$ cat src/rtl/addsub_flags.sv
module addsub_flags #(
  parameter int W = 32
) (
  input  logic [1:0]   op,
  input  logic [W-1:0] opa,
  input  logic [W-1:0] opb,
  input  logic         c_in,
  output logic [W-1:0] res,
  output logic         n_out,
  output logic         z_out,
  output logic         c_out,
  output logic         v_out
);
  localparam int MSB = W - 1;

  logic         is_sub;
  logic         use_cin;
  logic         cy0;
  logic [W-1:0] b_eff;
  logic [W:0]   sum_w;

  assign is_sub  = op[1];
  assign use_cin = op[0];
  // subtract: A + ~B + 1 ; chained ops substitute the incoming carry
  assign cy0     = use_cin ? c_in : is_sub;
  assign b_eff   = is_sub ? ~opb : opb;
  assign sum_w   = {1'b0, opa} + {1'b0, b_eff} + {{W{1'b0}}, cy0};

  assign res   = sum_w[MSB:0];
  assign c_out = sum_w[W];
  assign n_out = sum_w[MSB];
  assign z_out = ~|sum_w[MSB:0];
  assign v_out = (opa[MSB] == b_eff[MSB]) && (sum_w[MSB] != opa[MSB]);

  always_comb begin
    if (op == 2'b00) AST_ADD_WRAP: assert (c_out == (res < opa));
    if (op == 2'b01 && c_in) AST_ADC_WRAP: assert (c_out == (res <= opa));
    if (op == 2'b10) AST_SUB_NOBORROW: assert (c_out == (opa >= opb));
    if (op == 2'b11 && !c_in) AST_SBC_NOBORROW: assert (c_out == (opa > opb));
    if (!is_sub && opa[MSB] != opb[MSB]) AST_ADD_NO_OVERFLOW: assert (!v_out);
    if (is_sub && opa[MSB] == opb[MSB]) AST_SUB_NO_OVERFLOW: assert (!v_out);
    AST_ZERO_NOT_NEG: assert (!(z_out && n_out));
  end
endmodule

$ cat config.mk
export PLATFORM = sky130hd
export DESIGN_NAME = addsub_flags
export DESIGN_NICKNAME = d
export VERILOG_FILES = /design/src/rtl/addsub_flags.sv
export SDC_FILE = /design/constraint.sdc
export NUM_CORES = 1
export LEC_CHECK = 0
export BUFFER_PORTS_ARGS = -buffer_cell sky130_fd_sc_hd__buf_2
export CORE_MARGIN = 2
export CORE_UTILIZATION = 45
export DETAILED_ROUTE_END_ITERATION = 12
export PLACE_DENSITY = 0.75
export SLEW_MARGIN = 20
export SYNTH_ARGS = -nofsm -noshare
export SYNTH_HDL_FRONTEND = slang
export SYNTH_SLANG_ARGS = --single-unit
$ cat constraint.sdc
create_clock -name vclk -period 8.85
set_input_delay 0.4425 -clock vclk [all_inputs]
set_output_delay 0.4425 -clock vclk [all_outputs]
set_load 0.05 [all_outputs]
### After elaboration in Yosys (flattened, before gate mapping)

Index checks and enable logic that the tools add are counted.

* bits in writable memories: 0
* register bits after elaboration: 0
* bits in latches: 0
* word-level logic and storage cells: 10
* input bits: 67
* memories kept: 0
* memory bits (read-only): 0
* output and inout bits: 36

* divide/modulo/power cells: 0
* $add $sub $neg: 2
* order comparisons: 0
* eq/ne operators: 2
* bitwise gates (word level): 1
* muxes and demuxes: 2
* $mul: 0
* reduce and logical (&&, ||, !) cells: 3
* shifts and indexed selects: 0

Operators with widths (number)
* adder 32 x 32 -> 33 bit: 1
* adder 33 x 1 -> 33 bit: 1
* two-way mux 32 bit: 1
* inverter 32 bit: 1
* OR reduction 32 bit: 1
* == test 1 bit: 1
* logical AND 1 bit: 1
* logical NOT 1 bit: 1
* two-way mux 1 bit: 1
* != test 1 bit: 1

### Depth between registers and ports, before layout

* depth in word-level cells: 6
* depth in mapped cells: 15
* mapped depth without buffers: 13

### Worst setup path before layout

OpenSTA, ideal clock, no wires.

* path kind: input-to-output
* start: input port op[1]
* end: output port z_out
* stages on the path: 15
* data arrival time: 5.699 ns
* path slack: 2.709 ns
* cell sequence: clkbuf_1 -> clkbuf_1 -> xnor2_1 -> fa_1 -> fa_1 -> nand2b_1 -> a21oi_2 -> o41ai_4 -> xnor2_1 -> or4b_1 -> or4_1 -> or4b_1 -> nor4_2 -> nand4bb_1 -> nor4_2

* longest elaborated chain between the ends: 5
* elaborated cells on any way between the ends: 6
* those cells by class: add/sub: 2; mux: 2; reduce/logical: 2

RTL lines
* start: declaration: line 4 `input logic [1:0] op,`
* two-way mux 32 bit: line 26 `assign b_eff = is_sub ? ~opb : opb;`
* adder 32 x 32 -> 33 bit: line 27 `assign sum_w = {1'b0, opa} + {1'b0, b_eff} + {{W{1'b0}}, cy0};`
* adder 33 x 1 -> 33 bit (*): line 27
* via res[8]: line 8 `output logic [W-1:0] res,`
* OR reduction 32 bit (*): line 32 `assign z_out = ~|sum_w[MSB:0];`
* logical NOT 1 bit (*): line 32
* end: declaration: line 10 `output logic z_out,`

The timed path passes the listed nets; every way through them passes the cells marked *.

### Worst setup path in the final report

* start: input port op[1]
* end: output port z_out

* longest elaborated chain between the ends: 5
* elaborated cells on any way between the ends: 6
* those cells by class: add/sub: 2; mux: 2; reduce/logical: 2

RTL lines (line)
* two-way mux 32 bit: 26
* adder 32 x 32 -> 33 bit: 27
* adder 33 x 1 -> 33 bit (*): 27
* OR reduction 32 bit (*): 32
* logical NOT 1 bit (*): 32

Mark *: on every way between the ends. The rest lies on a longest branch, timed or not.

==> results.yml <==
pwr:
  p_comb_share_pct: 100.0
  netSwitchingPower_w: 0.000344
  leakagePower_nw: 1.30
  switching_share_pct: 71.5
  ir_drop_uv: 109
  power_frac_seq_pct: 0
  p_int_w: 0.000137
  p_total_w: 0.000481
  power_frac_clock_pct: 0
  pwr_density_cell_nw_per_um2: 184
grt:
  grt-ovfl-total: 0
  use_met1_pct: 30.0
  grt_util_met3_pct: 2.95
  grt-busiest-layer: "met2"
  grt_max_degree: 34
  grt_antenna_before_repair: 0
  grt_pass1_wl_mm: 9.42
  grt_pass1_vias: 2183
  track_usage_pct: 21.4
  use_met2_pct: 36.4
worst_setup_path:
  path_delay_family: "simple AND/OR/NAND/NOR gates"
  cp_cell_sequence: "buf_2 -> xnor2_1 -> fa_1 -> fa_1 -> nand2b_1 -> a21oi_2 -> o41ai_4 -> xnor2_1 -> or4b_1 -> or4_1 -> or4b_1 -> nor4_2 -> nand4bb_1 -> nor4_2 -> buf_2"
  path_buf_inv: 2
  crit_slowest_cell: "buf_2"
  start_kind: "input port"
  cp-endpoint: "z_out"
  cp.required_ns: 8.41
  cp.arrival_ns: 5.28
  setup.worst_path.end_class: "output port"
  cp_max_fo: 33
  crit_cells: 15
  crit_path_start: "op[1]"
  crit_path_max_incr_delay_ns: 0.67
  critical_path_class: "input port to output port"
yosys:
  synth.top_cell.area_share_pct: 18.9
  yosysSeqAreaShare_pct: 0
  synth.area.top_cells: "ha_1 19%, xor2_1 17%, xnor2_1 8.5%"
  netlist_instances: 283
  yosys_warnings: 0
  synth_area_per_cell_um2: 7.26
  syn-num-nets: 383
  synthesis.area_um2: 2060
  yosysTopAreaCell: "ha_1"
  synth_cell_types: 52
floorplan:
  rows: 24
  fp.dieW_um: 71.6
  ios: 103
  core_um2: 4380
  dieArea_um2: 5130
  start_util_pct: 46.9
  die_y_um: 71.6
sta:
  grt_setup_unrepaired: "false"
  max_freq_mhz: 175
  post-route-period-util_pct: 64.7
  setup_ws_ns: 3.12
  worst_pin_slew_ns: 0.890
  finalHoldWorstSlack_ns: 1.33
  timing.setup.tns_ns: 0
  hold_violations: 0
  final-setup-viol-count: 0
  finalMaxSlewViolations: 0
  layout_min_cycle_time_ns: 5.73
  slew_headroom_pct: 40.6
final_layout:
  area_growth_pct: 26.8
  clkbuf_count: 0
  design.seq.count: 0
  layout.nets: 481
  diodes: 0
  final-seq-area_um2: 0
  final_common_cell: "buf_2"
  drive_gt1_share_pct: 29.6
  mostFrequentLayoutCells: "103 x buf_2, 39 x xor2_1, 31 x ha_1"
  final_area_um2: 2610
drt:
  vias: 2381
  wl_mm: 5.57
  via_per_inst: 5.52
  dr.pass1.iters: 4
  ant_nets: 0
  avgRoutedWirePerCell_um: 12.9
  drc_errors: 0
  drtIter0Drc: 153
hold_path:
  worstHoldPathType: "input port to output port"
  hp-start: "opa[31]"
  holdPathStages: 4
cts:
  holdBufCountCts: 0
  cts-resized-gates: 0
  postCtsSetupBuffers: 0
run:
  maxCapViolCount: 0
placement:
  gp_congestion: 0.882
  dp_hpwl_mm: 4.77
  pre_cts_ws_ns: 3.08
  numPortBuffers: 103
  placed_area_um2: 2610
status:
  status: "completed"
-- per-stage QoR --
step / util [%] / instances
after CTS: 59.4 / 431
after detailed placement: 59.4 / 431
after global routing: 59.4 / 431
final: 59.4 / 431
after floorplan: - / 283
after global placement: 59.4 / 431
-- cells in the mapped netlist (all sizes together) (3+ instances only) --
cell type,n
xor2,39
ha,31
a21oi,29
nand2,23
xnor2,20
nor2,19
o21ai,19
inv,13
nand3,8
a21o,6
clkbuf,5
a211oi,4
and2,4
nand2b,4
nor2b,4
o21bai,4
a31oi,3
nand4,3
nor3,3
nor4,3
o211ai,3
o21a,3
or4,3
-- cells by family (layout without fill, tap and decap cells) --
kind of cell / after synthesis / in the layout / synth area share, %
xor gates and xnor gates: 59 / 59 / 25.1
AOI/OAI and AO/OA: 82 / 82 / 26.1
adders and majority gates: 33 / 33 / 20.8
buffers and inverters: 20 / 116 / 3.83
muxes: 2 / 2 / 0.974
and+or+nand+nor: 87 / 87 / 23.1
-- power by group through the flow --
stage	Clock (W)	Combinational (W)	Sequential, W
2_1_floorplan	0	0.000375	0
3_3_place_gp	0	0.000475	0
3_5_place_dp	0	0.000479	0
4_1_cts	0	0.000480	0
5_1_grt	0	0.000514	0
6_report	0	0.000481	0
-- layer usage --
metal  up-vias  routed length (um)
met3         4                 531
li1       1225                   -
met5         -                   0
met1      1051                2600
met4         0                  31
met2       101                2400
-- layout make-up --
type | instances | area [um^2]
Fill cell | 423 | 1780
Tap cell | 52 | 65.1
Inverter | 13 | 48.8
Timing Repair Buffer | 103 | 515
Multi-Input combinational cell | 263 | 1980
-- worst min-delay path by stage --
stage / to / slack, ns
4_1_cts: v_out / 1.34
6_report: v_out / 1.33
3_5_place_dp: v_out / 1.33
3_3_place_gp: v_out / 1.33
5_1_grt: v_out / 1.38
2_1_floorplan: v_out / 1.16
-- worst min-delay path, delay by kind of cell --
kind,cells,cell delay (ns)
xor+xnor,1,0.11
buf+inv,2,0.30
simple gates,1,0.04
(Power assumes the default switching activity.)
